File: src/rtl/sclk_pkg.sv
package sclk_pkg;

    localparam int FSEL_W   = 3;
    localparam int CNT_W    = 8;
    localparam int PRE_W    = 6;
    localparam int DIV_MID  = 3;

    localparam logic [FSEL_W-1:0] FSEL_RESERVED = 3'd7;

    typedef struct packed {
        logic [FSEL_W-1:0] fsel;
        logic              div3_en;
        logic              per_en;
        logic [CNT_W-1:0]  low_cnt;
        logic [CNT_W-1:0]  tot_cnt;
    } clk_cfg_t;

    // Terminal count of the prescaler for a rate code.
    function automatic logic [PRE_W-1:0] pre_limit(input logic [FSEL_W-1:0] code);
        logic [PRE_W:0] span;
        if (code == '0)
            span = (PRE_W+1)'(1) << PRE_W;
        else
            span = (PRE_W+1)'(1) << (code - 1'b1);
        return PRE_W'(span - 1'b1);
    endfunction

    function automatic logic fsel_ok(input logic [FSEL_W-1:0] code);
        return code != FSEL_RESERVED;
    endfunction

    // Effective ticks-per-period minus one.
    function automatic logic [CNT_W-1:0] eff_total(input clk_cfg_t c);
        if (!c.per_en)
            return CNT_W'(1);
        else if (c.tot_cnt == '0)
            return CNT_W'(1);
        else
            return c.tot_cnt;
    endfunction

    // Effective low ticks minus one, clamped below the period.
    function automatic logic [CNT_W-1:0] eff_low(input clk_cfg_t c);
        logic [CNT_W-1:0] t;
        t = eff_total(c);
        if (!c.per_en)
            return '0;
        else if (c.low_cnt >= t)
            return t - 1'b1;
        else
            return c.low_cnt;
    endfunction

endpackage

File: src/rtl/sclk_prescale.sv
module sclk_prescale
    import sclk_pkg::*;
(
    input  logic              clk,
    input  logic              rst,
    input  logic              run,
    input  logic [FSEL_W-1:0] fsel,
    output logic              tick_o
);
    logic [PRE_W-1:0] cnt_q;
    logic [PRE_W-1:0] limit;
    logic             at_end;

    assign limit  = pre_limit(fsel);
    assign at_end = (cnt_q >= limit);
    assign tick_o = run && fsel_ok(fsel) && at_end;

    always_ff @(posedge clk) begin
        if (rst || !run || !fsel_ok(fsel))
            cnt_q <= '0;
        else if (at_end)
            cnt_q <= '0;
        else
            cnt_q <= cnt_q + 1'b1;
    end
endmodule

File: src/rtl/sclk_divn.sv
module sclk_divn #(
    parameter int DIV_N = 3
) (
    input  logic clk,
    input  logic rst,
    input  logic run,
    input  logic en,
    input  logic tick_i,
    output logic tick_o
);
    generate
        if (DIV_N > 1) begin : g_div
            localparam int CW = $clog2(DIV_N);
            localparam logic [CW-1:0] LAST = CW'(DIV_N - 1);
            logic [CW-1:0] cnt_q;

            assign tick_o = en ? (tick_i && (cnt_q == LAST)) : tick_i;

            always_ff @(posedge clk) begin
                if (rst || !run || !en)
                    cnt_q <= '0;
                else if (tick_i)
                    cnt_q <= (cnt_q == LAST) ? '0 : cnt_q + 1'b1;
            end
        end else begin : g_pass
            logic unused_ok;
            assign unused_ok = &{1'b0, clk, rst, run, en};
            assign tick_o    = tick_i;
        end
    endgenerate
endmodule

File: src/rtl/sclk_phase.sv
module sclk_phase
    import sclk_pkg::*;
(
    input  logic             clk,
    input  logic             rst,
    input  logic             run,
    input  logic             tick_i,
    input  logic [CNT_W-1:0] total,
    input  logic [CNT_W-1:0] low,
    output logic             wrap_o,
    output logic             sclk_o,
    output logic             rise_o,
    output logic             fall_o
);
    logic [CNT_W-1:0] ph_q;
    logic [CNT_W-1:0] ph_n;
    logic             high_n;

    assign wrap_o = run && tick_i && (ph_q >= total);
    assign ph_n   = (ph_q >= total) ? '0 : ph_q + 1'b1;
    assign high_n = (ph_n > low);

    always_ff @(posedge clk) begin
        if (rst || !run) begin
            ph_q   <= '0;
            sclk_o <= 1'b0;
            rise_o <= 1'b0;
            fall_o <= 1'b0;
        end else if (tick_i) begin
            ph_q   <= ph_n;
            sclk_o <= high_n;
            rise_o <= high_n && !sclk_o;
            fall_o <= !high_n && sclk_o;
        end else begin
            rise_o <= 1'b0;
            fall_o <= 1'b0;
        end
    end
endmodule

File: src/rtl/sclk_gen.sv
module sclk_gen
    import sclk_pkg::*;
(
    input  logic              clk,
    input  logic              rst,
    input  logic              enable,
    input  logic              stop,
    input  logic [FSEL_W-1:0] fsel,
    input  logic              div3_en,
    input  logic              per_en,
    input  logic [CNT_W-1:0]  low_cnt,
    input  logic [CNT_W-1:0]  tot_cnt,
    output logic              sclk,
    output logic              sclk_rise,
    output logic              sclk_fall
);
    clk_cfg_t cfg_in;
    clk_cfg_t act_q;
    logic     run_q;
    logic     stop_pend_q;
    logic     start;
    logic     wrap;
    logic     tick_pre;
    logic     tick_mid;
    logic     end_run;

    assign cfg_in = '{fsel: fsel, div3_en: div3_en, per_en: per_en,
                      low_cnt: low_cnt, tot_cnt: tot_cnt};

    assign start   = !run_q && enable && !stop && fsel_ok(fsel);
    assign end_run = stop_pend_q || stop || !enable || !fsel_ok(fsel);

    always_ff @(posedge clk) begin
        if (rst) begin
            run_q       <= 1'b0;
            act_q       <= '0;
            stop_pend_q <= 1'b0;
        end else if (!run_q) begin
            stop_pend_q <= 1'b0;
            if (start) begin
                run_q <= 1'b1;
                act_q <= cfg_in;
            end
        end else if (wrap) begin
            stop_pend_q <= 1'b0;
            if (end_run)
                run_q <= 1'b0;
            else
                act_q <= cfg_in;
        end else if (stop) begin
            stop_pend_q <= 1'b1;
        end
    end

    sclk_prescale u_pre (
        .clk    (clk),
        .rst    (rst),
        .run    (run_q),
        .fsel   (act_q.fsel),
        .tick_o (tick_pre)
    );

    sclk_divn #(.DIV_N(DIV_MID)) u_div3 (
        .clk    (clk),
        .rst    (rst),
        .run    (run_q),
        .en     (act_q.div3_en),
        .tick_i (tick_pre),
        .tick_o (tick_mid)
    );

    sclk_phase u_phase (
        .clk    (clk),
        .rst    (rst),
        .run    (run_q),
        .tick_i (tick_mid),
        .total  (eff_total(act_q)),
        .low    (eff_low(act_q)),
        .wrap_o (wrap),
        .sclk_o (sclk),
        .rise_o (sclk_rise),
        .fall_o (sclk_fall)
    );
endmodule

File: config.mk
export PLATFORM = sky130hd
export DESIGN_NAME = sclk_gen
export DESIGN_NICKNAME = d
export VERILOG_FILES = /design/src/rtl/sclk_pkg.sv /design/src/rtl/sclk_prescale.sv /design/src/rtl/sclk_divn.sv /design/src/rtl/sclk_phase.sv /design/src/rtl/sclk_gen.sv
export SDC_FILE = /design/constraint.sdc
export NUM_CORES = 1
export LEC_CHECK = 0
export BUFFER_PORTS_ARGS = -buffer_cell sky130_fd_sc_hd__buf_2
export CAP_MARGIN = 20
export CORE_ASPECT_RATIO = 0.75
export CORE_MARGIN = 5
export CORE_UTILIZATION = 55
export DETAILED_ROUTE_END_ITERATION = 10
export PLACE_DENSITY = 0.75
export SETUP_SLACK_MARGIN = 0.02
export SLEW_MARGIN = 30
export SYNTH_ARGS = -nofsm -noshare
export SYNTH_HDL_FRONTEND = slang
export SYNTH_HIERARCHICAL = 1
export SYNTH_SLANG_ARGS = --single-unit
File: constraint.sdc
create_clock -name clk -period 8.84 [get_ports clk]
set_input_delay 0 -clock clk [delete_from_list [all_inputs] [get_ports clk]]
set_output_delay 0 -clock clk [all_outputs]
set_load 0.05 [all_outputs]
Word level (Yosys, flattened, before mapping)
Index checks and enable logic that the tools add are counted.
{ "op_classes": {"n_addsub": 6, "order_cmp": 4, "n_eq_ne": 5, "shifts": 1, "n_mux": 16, "n_bitwise": 2, "n_reduce_logical": 31} }
{ "op_table": {"columns": ["operator", "n"], "rows": [
  ["$mux 21", 4],
  ["$mux 8", 5],
  ["$ge 8x8->1", 2],
  ["$logic_and 1x1->1", 10],
  ["$add 8x1->8 const B", 1],
  ["$gt 8x8->1", 1],
  ["$logic_not 1->1", 8],
  ["$logic_not 8->1", 1],
  ["$sub 8x1->8 const B", 1],
  ["$add 6x1->6 const B", 1],
  ["$ge 6x6->1", 1],
  ["$logic_or 1x1->1", 6],
  ["$mux 6", 1],
  ["$ne 3x3->1 const B", 2],
  ["$shl 1x3->6 const A", 1],
  ["$sub 6x1->6 const B", 1],
  ["$mux 1", 5],
  ["$reduce_or 2->1", 2],
  ["$logic_not 3->1", 1],
  ["$reduce_and 3->1", 1],
  ["$reduce_or 3->1", 1],
  ["$sub 3x1->3 const B", 1],
  ["$add 2x1->2 const B", 1],
  ["$eq 2x2->1 const B", 1],
  ["other kinds (5)", 6]
]} }
{ "word_totals": {"reg_bits": 42, "in_bits": 25, "out_inout_bits": 3, "elab_cells": 78} }

Logic depth before layout (Yosys ltp)
{ "logic_depth": {"word_depth": 12, "ltp_mapped": 20, "ltp_nobuf": 17} }

Hierarchy
The synthesis kept the hierarchy.
{ "modules_own_cells": {"columns": ["mod", "instances", "cells_each", "area_each_um2", "seq_area_each_um2"], "rows": [
  ["sclk_gen", 1, 152, 1396.3, 460.4],
  ["sclk_phase", 1, 136, 1022.2, 220.2],
  ["sclk_prescale", 1, 55, 467.9, 120.1],
  ["sclk_divn", 1, 11, 103.8, 40.0]
]} }

Least setup slack after synthesis
No wires, ideal clock.
{ "synth_path": {"path_kind": "reg2reg", "from": "register act_q[18] (netlist name)", "to": "register act_q[0] (netlist name)", "t_arrival_ns": 3.685, "required_ns": 8.712, "slack_ns": 5.028, "stages_incl_launch_ff": 20, "synth_period_minus_slack_ns": 3.812, "path_cell_list": "dfxtp_1 -> or3b_2 -> ha_1 -> nor3_1 -> a31oi_1 -> ha_1 -> nand2_1 -> o21a_1 -> o21ai_0 -> and3b_2 -> a21boi_0 -> clkbuf_1 -> clkbuf_1 -> nand2_1 -> nor2_1 -> nand2b_1 -> a21oi_1 -> buf_4 -> mux2i_1 -> nor2_1"} }
{ "synth_via": {"elab_chain_len": 12, "elab_cells_between_ends": 15, "cone_classes": "add/sub (2); order compare (1); eq/ne (2); shift (1); mux (2); reduce/logical (7)"} }
{ "synth_rtl": {"columns": ["element", "line", "source"], "rows": [
  ["start, declared", "sclk_gen.sv:18", "clk_cfg_t act_q;"],
  ["start signal, assigned", "sclk_gen.sv:42", "act_q <= cfg_in;"],
  ["start signal, assigned", "sclk_gen.sv:49", "act_q <= cfg_in;"],
  ["$sub 3x1->3", "sclk_pkg.sv:24", "span = (PRE_W+1)'(1) << (code - 1'b1);"],
  ["$shl 1x3->6", "sclk_pkg.sv:24", null],
  ["$mux 6", "sclk_pkg.sv:21", "if (code == '0)"],
  ["$sub 6x1->6", "sclk_pkg.sv:25", "return PRE_W'(span - 1'b1);"],
  ["$ge 6x6->1", "sclk_prescale.sv:15", "assign at_end = (cnt_q >= limit);"],
  ["$logic_and 1x1->1 *", "sclk_prescale.sv:16", "assign tick_o = run && fsel_ok(fsel) && at_end;"],
  ["named net tick_pre", "sclk_gen.sv:23", "logic tick_pre;"],
  ["$logic_and 1x1->1", "sclk_divn.sv:17", "assign tick_o = en ? (tick_i && (cnt_q == LAST)) : tick_i;"],
  ["$mux 1 *", "sclk_divn.sv:17", null],
  ["named net tick_mid", "sclk_gen.sv:24", "logic tick_mid;"],
  ["$logic_and 1x1->1 * (2 in series)", "sclk_phase.sv:19", "assign wrap_o = run && tick_i && (ph_q >= total);"],
  ["named net wrap", "sclk_gen.sv:22", "logic wrap;"],
  ["$ne 2x1->1 (no source line) *", null, null],
  ["$reduce_and 3->1 (no source line) *", null, null]
]} }
The timed path passes the listed nets; every way through them passes the cells marked *.
A chain may end at the register's enable or synchronous reset.

Worst setup path in the final report
{ "layout_path": {"from": "register act_q[18] (netlist name)", "to": "register act_q[12] (netlist name)"} }
The elaborated chain is that of the path after synthesis.

==> impl_metrics.yaml <==
sta:
  skew_ns: 0.00724
  final-setup-viol-count: 0
  maxSlewHeadroom: 0.612
  drv_slew: 0
  fmax_mhz: 252
  layout_worst_path_cycle_share: 0.448
  worst_pin_slew_ns: 0.581
  min_period_ns: 3.96
  grt_setup_unrepaired: "no"
  hold_viol: 0
  setup-tns-final_ns: 0
worst_setup_path:
  cp.required_ns: 9.01
  critical-path-max-stage-delay_ns: 0.50
  critPathLaunch: "act_q[18]"
  path_cells: "or3b_2 > ha_1 > nor3_1 > a31oi_1 > ha_1 > nand2_1 > o21a_1 > o21ai_0 > and3b_2 > a21boi_0 > buf_4 > nand2_1 > nor2_1 > nand2b_1 > a21oi_2 > buf_4 > mux2i_1 > nor2_1"
  cp.buffers_inverters: 2
  cp_top_family: "simple AND/OR/NAND/NOR gates"
  arrival_ns: 4.13
  slowest_stage: "or3b_2"
  critPathLaunchType: "flop"
  critPathKind: "flop to flop"
  r2r_start: "act_q[18]"
  cp-end-kind: "flop"
  cp_max_fo: 20
final_layout:
  num-nets-final: 460
  design_area_um2: 3500
  layout-drive-gt1-share: 0.129
  diodes: 0
  syn2layout_area_growth_pct: 17.0
synthesis:
  netlist_area_um2: 2990
  ys_seq_area_frac: 0.281
  synth_nets: 413
  yosys_warnings: 6
  yosysUniqueCellTypes: 55
  synthArstFlopShare: 0
  synthTopCellsByCount: "46 x nor2_1, 42 x dfxtp_1, 34 x ha_1"
  synth_top_area_frac: 0.281
  ys_ff_latch: 42
  syn-instance-count: 354
  syn_avg_cell_area_um2: 8.45
  synth_edf_count: 0
  synthFlopType: "dfxtp_1"
  synth_most_common_cell: "nor2_1"
  netlist_top_cells_area: "dfxtp_1 28%, ha_1 14%, mux2i_1 8.0%"
  yosysTopAreaCell: "dfxtp_1"
clock_tree:
  cts_made_buffers: 5
  cts-root-buf: "clkbuf_8"
  htreeDepth: 2
  clkSinkCount: 42
  cts_buffer_depth: 2
  ctsResizeCount: 0
  cts_hold_buf: 22
  clk_latency_ns: 0.29
  post_cts.repair.setup_buffers: 0
  cts_tree: "yes"
  path_clk_slew_ns: 0.08
grt:
  antenna_found_initial: 0
  grt_max_degree: 28
  grt_first_pass_wirelength_um: 11600
  grt_pass1_vias: 2562
  overflow: 0
  grt_use_total: 0.210
pwr:
  comb_power_share: 0.186
  power.switching_fraction: 0.278
  switchingPower_mw: 0.115
  power_density_nw_per_um2: 118
  p_leak_nw: 1.46
  vdd_drop_max_v: 0.0000799
  clock_power_share: 0.322
  pwr-share-seq: 0.492
  internal_power_mw: 0.297
die:
  core-area_um2: 5300
  rows: 23
  pin_count: 28
  die_h_um: 73.9
  die-area_um2: 7030
  die_w_um: 95.1
  start_util: 0.565
routing:
  wl_um: 6610
  ant_nets: 0
  drt_first_pass_iters: 4
  drtIter0Drc: 116
  vias: 2591
  avgRoutedWirePerCell_um: 13.9
  routed_via_density: 5.43
  remaining_drc_errors: 0
outcome:
  status: "complete, no violations"
placement:
  hpwl_um: 4840
  io_buffers: 27
  place_congestion: 0.910
  dpl_cell_area_um2: 3180
hold_path:
  hold_class: "input pin to flop"
  hold_start: "enable"
flow_run:
  drv_cap: 0
## layer usage
metal  routed length [um]  global-route usage
met5                    0                   0
met3                  297              0.0338
met4                   88              0.0608
met2                 3130               0.359
met1                 3090               0.271
## cell families (layout without fill, tap and decap cells)
group                    Yosys count  count (layout)  share of synthesized area
AO/OA/AOI/OAI                     57              57                      0.141
buffers and inverters             38              86                     0.0536
flip-flops                        42              42                      0.281
AND/OR/NAND/NOR                  148             148                      0.269
multiplexers                      25              25                     0.0841
adder cells (fa/ha/maj)           34              34                      0.142
XOR/XNOR                          10              10                     0.0293
## power by group through the flow
stage	sequential (mW)	clock [mW]	combinational, mW
floorplan	0.204	0	0.0554
global placement	0.207	0	0.0668
detailed placement	0.207	0	0.0683
global route	0.204	0.147	0.0859
CTS	0.202	0.137	0.0760
finish	0.203	0.133	0.0766
## worst register-to-register path, stage by stage, from the launching register on
cell and delay (ns):
dfxtp_1 0.46, or3b_2 0.50, ha_1 0.24, nor3_1 0.17, a31oi_1 0.06, ha_1 0.31
nand2_1 0.06, o21a_1 0.20, o21ai_0 0.08, and3b_2 0.24, a21boi_0 0.18, buf_4 0.23
nand2_1 0.07, nor2_1 0.11, nand2b_1 0.09, a21oi_2 0.18, buf_4 0.35, mux2i_1 0.26
nor2_1 0.07
## layout by cell type, fill, tap and decap left out, drive strengths merged, types with 2 or more instances in the layout
cell type,netlist,final
o21a,12,12
dlygate4sd3,0,22
o211ai,2,2
o21ai,5,5
or3b,2,2
o31ai,2,2
a21o,2,2
mux2i,24,24
nor3,4,4
and3,3,3
a21oi,13,13
dfxtp,42,42
a31oi,6,6
xor2,6,6
o31a,4,4
and2,6,6
nand2b,17,17
nand4,4,4
nand3b,7,7
inv,26,27
a211oi,4,4
buf,7,30
clkbuf,5,7
nor2,47,47
ha,34,34
nor4,2,2
xnor2,4,4
nand3,16,16
nand2,26,26
nor2b,5,5
nor3b,4,4
## state kept, by name (all words and copies together) (netlist names)
name	cells
u_phase/rise_o	1
act_q	21
u_phase/ph_q	8
stop_pend_q	1
u_phase/fall_o	1
u_phase/sclk_o	1
u_pre/cnt_q	6
u_div3/g_div.cnt_q	2
run_q	1
## per-stage QoR
step	cells	total power [mW]	hold slack [ns]	worst slack (ns)	utilization
detailed placement	447	0.275	0.241	4.96	0.601
finish	477	0.412	0.124	4.88	0.661
global placement	447	0.274	0.232	5.05	0.601
floorplan	354	0.259	0.0691	5.03	-
global route	477	0.437	0.162	4.51	0.661
CTS	477	0.415	0.118	4.92	0.661
## worst paths after layout
| kind | endpoint | slack (ns) | depth (start not counted) |
|---|---|---|---|
| worst max-delay path | act_q[12] | 4.88 | 18 |
| worst min-delay path | run_q | 0.12 | 4 |
| worst max register to register | act_q[12] | 4.88 | 18 |
| worst min register to register | u_pre/cnt_q[0] | 0.47 | 1 |
## final cells by class
class / count / area, um^2
well taps: 75 / 93.8
inverters: 26 / 97.6
repair buffers: 52 / 378
clock buffers: 7 / 86.3
fillers: 452 / 1800
flip-flops and latches: 42 / 841
clock inverters: 1 / 8.76
multi-input cells: 274 / 1990
No activity file was read; power rests on OpenSTA's default activity.
